[src/rtl/qsteer_pkg.sv]
package qsteer_pkg;

  localparam int SW_CNT = 3;        // switches: [0] primary, [1] p-channel, [2] n-channel
  localparam int MODE_W = 2;

  typedef enum logic [MODE_W-1:0] {
    MODE_FWD_POS = 2'b00,
    MODE_REV_POS = 2'b01,
    MODE_FWD_NEG = 2'b10,
    MODE_REV_NEG = 2'b11
  } qmode_e;

  // switch that carries the pulse in each mode
  function automatic logic [SW_CNT-1:0] pulse_target(qmode_e m);
    case (m)
      MODE_FWD_POS: pulse_target = 3'b001;
      MODE_REV_POS: pulse_target = 3'b100;
      MODE_FWD_NEG: pulse_target = 3'b001;
      default:      pulse_target = 3'b010;
    endcase
  endfunction

  // switch that rectifies after the pulse (forward modes only)
  function automatic logic [SW_CNT-1:0] rect_target(qmode_e m);
    case (m)
      MODE_FWD_POS: rect_target = 3'b010;
      MODE_FWD_NEG: rect_target = 3'b100;
      default:      rect_target = 3'b000;
    endcase
  endfunction

endpackage

[src/rtl/qsteer_mode_reg.sv]
module qsteer_mode_reg
  import qsteer_pkg::*;
(
  input  logic   clk,
  input  logic   rst_n,
  input  logic   cycle_end,
  input  logic   ref_sign,
  input  logic   err_sign,
  output qmode_e mode_q
);

  always_ff @(posedge clk or negedge rst_n) begin
    if (!rst_n)         mode_q <= MODE_FWD_POS;
    else if (cycle_end) mode_q <= qmode_e'({ref_sign, err_sign});
  end

  // the mode changes only at the end of a cycle
  p_mode_hold_r2: assert property (@(posedge clk) disable iff (!rst_n)
    !cycle_end |=> $stable(mode_q));

  // at cycle_end the two polarity bits are captured
  p_mode_load_r2: assert property (@(posedge clk) disable iff (!rst_n)
    cycle_end |=> (mode_q == qmode_e'({$past(ref_sign), $past(err_sign)})));

endmodule

[src/rtl/qsteer_window.sv]
module qsteer_window (
  input  logic clk,
  input  logic rst_n,
  input  logic pwm,
  input  logic climit,
  input  logic cycle_end,
  output logic pulse_now,
  output logic rect_now
);

  logic lim_q, pwm_d, rect_q;
  logic lim_n, rect_n, fall;

  always_comb begin
    pulse_now = pwm & ~(lim_q | climit);
    fall      = pwm_d & ~pulse_now;
    lim_n     = cycle_end ? 1'b0 : (lim_q | climit);
    rect_n    = cycle_end ? 1'b0 : (rect_q | fall);
    rect_now  = rect_n & ~pulse_now;
  end

  always_ff @(posedge clk or negedge rst_n) begin
    if (!rst_n) begin
      lim_q  <= 1'b0;
      pwm_d  <= 1'b0;
      rect_q <= 1'b0;
    end else begin
      lim_q  <= lim_n;
      pwm_d  <= pulse_now;
      rect_q <= rect_n;
    end
  end

  // the end of a cycle closes the rectifier window
  p_rect_close_r7: assert property (@(posedge clk) disable iff (!rst_n)
    cycle_end |=> !rect_q);

  // a trip blocks the pulse on the next cycle unless the cycle has just ended
  p_limit_hold_r10: assert property (@(posedge clk) disable iff (!rst_n)
    (climit && !cycle_end) |=> !pulse_now);

endmodule

[src/rtl/qsteer_drive.sv]
module qsteer_drive
  import qsteer_pkg::*;
#(
  parameter logic [SW_CNT-1:0] ACT_LOW = 3'b010
) (
  input  logic              clk,
  input  logic              rst_n,
  input  logic              enable,
  input  qmode_e            mode,
  input  logic              pulse,
  input  logic              rect,
  output logic [SW_CNT-1:0] lvl_o
);

  logic [SW_CNT-1:0] p_sel, r_sel;

  always_comb begin
    p_sel = pulse_target(mode);
    r_sel = rect_target(mode);
  end

  for (genvar i = 0; i < SW_CNT; i++) begin : g_sw
    logic on_i;
    assign on_i = enable & ((pulse & p_sel[i]) | (rect & r_sel[i]));
    always_ff @(posedge clk or negedge rst_n) begin
      if (!rst_n) lvl_o[i] <= ACT_LOW[i];
      else        lvl_o[i] <= on_i ^ ACT_LOW[i];
    end
  end

  // disabling forces every driver to its off level
  p_enable_off_r9: assert property (@(posedge clk) disable iff (!rst_n)
    !enable |=> (lvl_o == ACT_LOW));

endmodule

[src/rtl/quad_switch_steer.sv]
module quad_switch_steer
  import qsteer_pkg::*;
(
  input  logic              clk,
  input  logic              rst_n,
  input  logic              enable,
  input  logic              pwm,
  input  logic              cycle_end,
  input  logic              climit,
  input  logic              ref_sign,
  input  logic              err_sign,
  output logic              gd1,
  output logic              gd2_n,
  output logic              gd3,
  output logic [MODE_W-1:0] mode_code
);

  localparam logic [SW_CNT-1:0] LOW_MASK = 3'b010;

  qmode_e            mode_q;
  logic              pulse_now, rect_now;
  logic [SW_CNT-1:0] lvl;

  qsteer_mode_reg u_mode (
    .clk       (clk),
    .rst_n     (rst_n),
    .cycle_end (cycle_end),
    .ref_sign  (ref_sign),
    .err_sign  (err_sign),
    .mode_q    (mode_q)
  );

  qsteer_window u_win (
    .clk       (clk),
    .rst_n     (rst_n),
    .pwm       (pwm),
    .climit    (climit),
    .cycle_end (cycle_end),
    .pulse_now (pulse_now),
    .rect_now  (rect_now)
  );

  qsteer_drive #(.ACT_LOW(LOW_MASK)) u_drv (
    .clk    (clk),
    .rst_n  (rst_n),
    .enable (enable),
    .mode   (mode_q),
    .pulse  (pulse_now),
    .rect   (rect_now),
    .lvl_o  (lvl)
  );

  assign gd1       = lvl[0];
  assign gd2_n     = lvl[1];
  assign gd3       = lvl[2];
  assign mode_code = mode_q;

  // no two switches conduct at once
  p_single_on_r7: assert property (@(posedge clk) disable iff (!rst_n)
    $countones({gd1, ~gd2_n, gd3}) <= 1);

  // the primary switch stays off in reverse modes
  p_rev_primary_off_r4: assert property (@(posedge clk) disable iff (!rst_n)
    mode_code[0] |=> !gd1);

  // the n-channel switch is idle in mode 1
  p_mode1_gd3_idle_r3: assert property (@(posedge clk) disable iff (!rst_n)
    (mode_code == 2'b00) |=> !gd3);

  // a trip keeps the primary switch off on the following edge
  p_trip_primary_r10: assert property (@(posedge clk) disable iff (!rst_n)
    climit |=> !gd1);

endmodule

[config.mk]
export PLATFORM = sky130hd
export DESIGN_NAME = quad_switch_steer
export DESIGN_NICKNAME = d
export VERILOG_FILES = /design/src/rtl/qsteer_pkg.sv /design/src/rtl/qsteer_mode_reg.sv /design/src/rtl/qsteer_window.sv /design/src/rtl/qsteer_drive.sv /design/src/rtl/quad_switch_steer.sv
export SDC_FILE = /design/constraint.sdc
export NUM_CORES = 1
export LEC_CHECK = 0
export ABC_AREA = 1
export ABC_CLOCK_PERIOD_IN_PS = 1000
export CORE_AREA = 5 5 42 44
export DETAILED_ROUTE_END_ITERATION = 6
export DIE_AREA = 0 0 47 49
export SYNTH_ARGS = -nofsm -noshare
export SYNTH_HDL_FRONTEND = slang
export SYNTH_SLANG_ARGS = --single-unit
export TNS_END_PERCENT = 100
[constraint.sdc]
create_clock -name clk -period 1 [get_ports clk]
set_input_delay 0.2 -clock clk [delete_from_list [all_inputs] [get_ports clk]]
set_output_delay 0.2 -clock clk [all_outputs]
set_load 0.01 [all_outputs]
## Word-level counts from Yosys, hierarchy flattened

Cells that the tools add are included.
Widths: inputs -> output; s select.

| storage, ports and cells | value |
|---|---|
| logic and storage cells | 35 |
| input bits | 8 |
| register bits | 8 |
| output and inout bits | 5 |

| cells by class | value |
|---|---|
| bitwise gates (word level) | 20 |
| equality and inequality tests | 2 |
| muxes and demuxes | 4 |
| reduce and logical (&&, ||, !) cells | 2 |

Operators with widths:

| kind | number |
|---|---|
| $and 1x1->1 | 12 |
| $pmux 3 s2 | 2 |
| $or 1x1->1 | 5 |
| $not 1->1 | 3 |
| $eq 2x1->1 const B | 1 |
| $eq 2x2->1 const B | 1 |
| $logic_not 2->1 | 1 |
| $mux 1 | 2 |
| $reduce_or 2->1 | 1 |

## Depth between registers and ports, before layout

| logic depth | value |
|---|---|
| depth after elaboration | 12 |
| gate-level depth with buffers | 6 |
| mapped depth without buffers | 6 |

## Cells and area by module

Synthesis repeated with hierarchy kept, for this count alone.

| unflattened totals | value |
|---|---|
| cell total of the unflattened synthesis | 43 |
| area, all modules | 357.8 µm² |

By module, submodules not included:

| module | cells an instance | seq. area each (µm²) | times used | area each (µm²) |
|---|---|---|---|---|
| qsteer_drive | 21 | 76.3 | 1 | 147.6 |
| qsteer_window | 13 | 75.1 | 1 | 133.9 |
| qsteer_mode_reg | 9 | 50.0 | 1 | 76.3 |

## Least setup slack after synthesis

Ideal clock, no wire load.

| timing | value |
|---|---|
| path kind | reg2reg |
| from | register u_win.lim_q |
| to | register u_drv.lvl_o[2] |
| stages on the path, launching flop included | 5 |
| setup slack | 0.106 ns |
| setup time | 0.126 ns |
| clock period less this slack | 0.894 ns |
| arrival time | 0.769 ns |
| path buffers | 0 |
| data required time | 0.874 ns |
| path through | dfrtp_1 -> nor2_2 -> nand2_2 -> o21ai_0 -> a21oi_2 |

| on the way | value |
|---|---|
| word-level cells in the longest chain between the ends | 11 |
| elaborated cells on any way between the ends | 12 |
| those cells by class | 1 x mux; 11 x bitwise |

RTL lines:

| what | line | RTL |
|---|---|---|
| start: declaration | qsteer_window.sv:11 | `logic lim_q, pwm_d, rect_q;` |
| start signal: assignment | qsteer_window.sv:28 | `lim_q <= lim_n;` |
| $or 1x1->1 (*) | qsteer_window.sv:15 | `pulse_now = pwm & ~(lim_q \| climit);` |
| $not 1->1 (*) | qsteer_window.sv:15 |  |
| $and 1x1->1 (*) | qsteer_window.sv:15 |  |
| $not 1->1 | qsteer_window.sv:16, qsteer_window.sv:19 |  |
| $and 1x1->1 | qsteer_window.sv:16 | `fall = pwm_d & ~pulse_now;` |
| $or 1x1->1 | qsteer_window.sv:18 | `rect_n = cycle_end ? 1'b0 : (rect_q \| fall);` |
| $mux 1 | qsteer_window.sv:18 |  |
| $and 1x1->1 | qsteer_window.sv:19 | `rect_now = rect_n & ~pulse_now;` |
| $and 1x1->1 | qsteer_drive.sv:24 | `assign on_i = enable & ((pulse & p_sel[i]) \| (rect & r_sel[i]));` |
| $or 1x1->1 (*) | qsteer_drive.sv:24 |  |
| $and 1x1->1 (*) | qsteer_drive.sv:24 |  |
| named net u_drv.g_sw[2].on_i | qsteer_drive.sv:23 | `logic on_i;` |
| end signal: indexed assignment | qsteer_drive.sv:26 | `if (!rst_n) lvl_o[i] <= ACT_LOW[i];` |
| end signal: indexed assignment | qsteer_drive.sv:27 | `else lvl_o[i] <= on_i ^ ACT_LOW[i];` |
| end: declaration | qsteer_drive.sv:12 | `output logic [SW_CNT-1:0] lvl_o` |

The timed path passes the listed nets; every way through them passes the cells marked *.
A chain may end at the register's enable or synchronous reset.

## Worst setup path in the final report

| timing | value |
|---|---|
| from | register u_drv.lvl_o[1] |
| to | output port gd2_n |

RTL lines:

| what | line | RTL |
|---|---|---|
| end: declaration | quad_switch_steer.sv:13 | `output logic gd2_n,` |

No word-level cell between the ends.

==> impl_metrics.csv <==
group,metric,value,unit
outcome,status,"finished, violations left",
outcome,failed_checks,"negative setup slack",
grt,antenna_found_initial,0,
cells_and_area,antenna_cells,0,
setup_path,slowest_stage,"dfstp_2",
setup_path,critPathTopFamily,"flip-flops",
setup_path,critPathCaptureType,"primary output",
synth,ys_ff_latch,8,
timing,max_freq,944,MHz
min_path,hp-class,"in -> async",
timing,slew-limit-headroom,75.2,%
cells_and_area,final_cell_mix,"clkdlybuf4s50_1, buf_4, dfrtp_1, nand2_2, nand2_1",
grt,grt_pass1_vias,314,
routing,drt_iter0_drc,6,
cells_and_area,drive_above_1_share,44.8,%
timing,fin_crit_sh,106,%
synth,synth_top_area_cell,"dfrtp_1",
power_and_ir_drop,p_leak,0.273,nW
timing,skew,8.61,ps
synth,postSynthAreaPerCell,9.47,sq um
synth,yosys-top-cells-area,"dfrtp_1, dfstp_2, nand2_1",
timing,finalSetupViolations,1,
synth,ys_types,14,
timing,hold_viol,0,
floorplanning,dieWidth,47,microns
floorplanning,die_y,49,microns
grt,grt_pass1_wl,1190,microns
setup_path,path_cells,"buf_6",
routing,wire_per_inst,10.1,microns
floorplanning,start_util,23.7,%
grt,grt_max_degree,9,
clock_network,numClockSinks,8,
grt,grt.overflow.total,0,
routing,drtPass1Iterations,2,
floorplanning,rows,14,
placement,place.port_buffers,12,
cells_and_area,stdcell_area,542,sq um
synth,synth.cell_area,332,sq um
setup_path,reg2reg_depth,6,
setup_path,crit_buf_inv,1,
clock_network,htreeDepth,1,
routing,ant_nets,0,
clock_network,root_buffer,"clkbuf_4",
floorplanning,core,1400,sq um
routing,via_per_inst,4.11,
clock_network,cts_tree,"done",
setup_path,required,800,ps
setup_path,max_stage_delay,520,ps
setup_path,worstPathArrival,860,ps
setup_path,worstPathMaxFanout,1,
clock_network,cts.reportedPaths.clkPinSlew,60,ps
power_and_ir_drop,ir_drop,0.000770,V
timing,timing.final.ws_setup,-58.9,ps
floorplanning,die-area,2300,sq um
grt,track_usage,7.37,%
cells_and_area,nNetsFinal,67,
routing,wirelength,746,microns
clock_network,worstSkewPairLatency,250,ps
run,drv_cap,0,
timing,final.setup.tns,-58.9,ps
routing,drt_drc_violations_left,0,
placement,gp_congestion,0.741,
timing,tightest_slew,371,ps
cells_and_area,fillers,149,
setup_path,crit_cells,1,
synth,syn_inst,35,
routing,vias,304,
setup_path,criticalPathCategory,"reg -> out",
placement,place_hpwl,556,microns
power_and_ir_drop,p_per_area,1420,nW/um^2
synth,synth_nets,43,
timing,finalMaxSlewViolations,0,
timing,finalCriticalPeriod,1060,ps
synth,ys_seq_area_share,60.8,%
setup_path,start_kind,"flop",
synth,yosysTopAreaCellShare,52.8,%
placement,placed_area,509,sq um
floorplanning,io_pins,13,
clock_network,cts_buffers,3,
clock_network,clockBufferDepth,2,
timing,rsz0062_at_grt,"yes",
cells_and_area,fin_util,38.7,%
cells_and_area,area_growth,63.4,%
synth,ys_warn_count,0,
[synthesized netlist by cell type]
library cell	number
a21oi_1	1
a21oi_2	1
clkinv_2	1
dfrtp_1	7
dfstp_2	1
inv_1	5
nand2_1	7
nand2_2	3
nand3_1	1
nand4_1	1
nor2_1	2
nor2_2	1
o211ai_1	1
o21ai_0	3
[worst reg2reg max path: stages, from the launching register on]
cell and delay (ps):
dfrtp_1 370, nor2_2 130, nand2_2 110, nand2_2 100, nand2_2 50, nand3_2 60
a21oi_2 50
[through the flow]
step	power [mW]	setup slack, ps	std cells	hold slack, ps
finish	0.770	-58.9	74	223
global route	0.824	-90.9	74	245
CTS	0.769	-68.8	72	230
detailed placement	0.504	-256	68	508
global placement	0.502	-241	68	505
floorplan	0.410	106	35	-95.6
[final timing paths]
check | startpoint | end | slack [ps]
setup / recovery | u_drv.lvl_o[1] | gd2_n | -60
hold / removal | rst_n | u_drv.lvl_o[2] | 220
setup reg to reg | u_win.lim_q | u_drv.lvl_o[2] | 40
hold reg to reg | u_mode.mode_q[0] | u_drv.lvl_o[0] | 540
max in group asynchronous | rst_n | u_drv.lvl_o[1] | 460
min in group clk | ref_sign | u_mode.mode_q[1] | 510
[power breakdown]
group	switching, mW	internal [mW]	leakage, nW
registers	0.00868	0.346	0.102
clock network	0.115	0.153	0.0150
logic	0.0693	0.0779	0.156
total	0.193	0.577	0.273
[kinds of logic after synthesis]
group / share of synthesized area [%]
and+or+nand+nor: 21.1
DFF: 60.8
AOI/OAI and AO/OA: 10.9
buffers and inverters: 7.17
[final cells by class]
type | count | area [sq um] | area share, %
sequential | 8 | 201 | 37.2
multi-input combinational | 21 | 116 | 21.5
clock buffer | 4 | 26.3 | 4.85
timing repair buffer | 19 | 154 | 28.4
inverter | 6 | 23.8 | 4.39
tap | 16 | 20.0 | 3.70
[layer usage]
layer  vias up  wire length (microns)  track usage, %
li1        157                      -               -
met1       135                    323            8.28
met5         -                      0               0
met3         2                     61            3.32
met2        10                    349            10.4
met4         0                     12            5.53
[state kept, by name, summed over array words and instances, names as in the netlist]
name,flops
u_mode.mode_q,2
u_win.rect_q,1
u_win.pwm_d,1
u_win.lim_q,1
u_drv.lvl_o,3
[repair_timing]
item / in CTS / in global routing
hold buffers: 0 / 0
pin swaps: 0 / 4
gates resized for setup: 21 / 5
hold endpoints to repair: 0 / 0
buffers inserted: 0 / 2
endpoints found under the setup margin: 5 / 4
(Power assumes the default switching activity.)
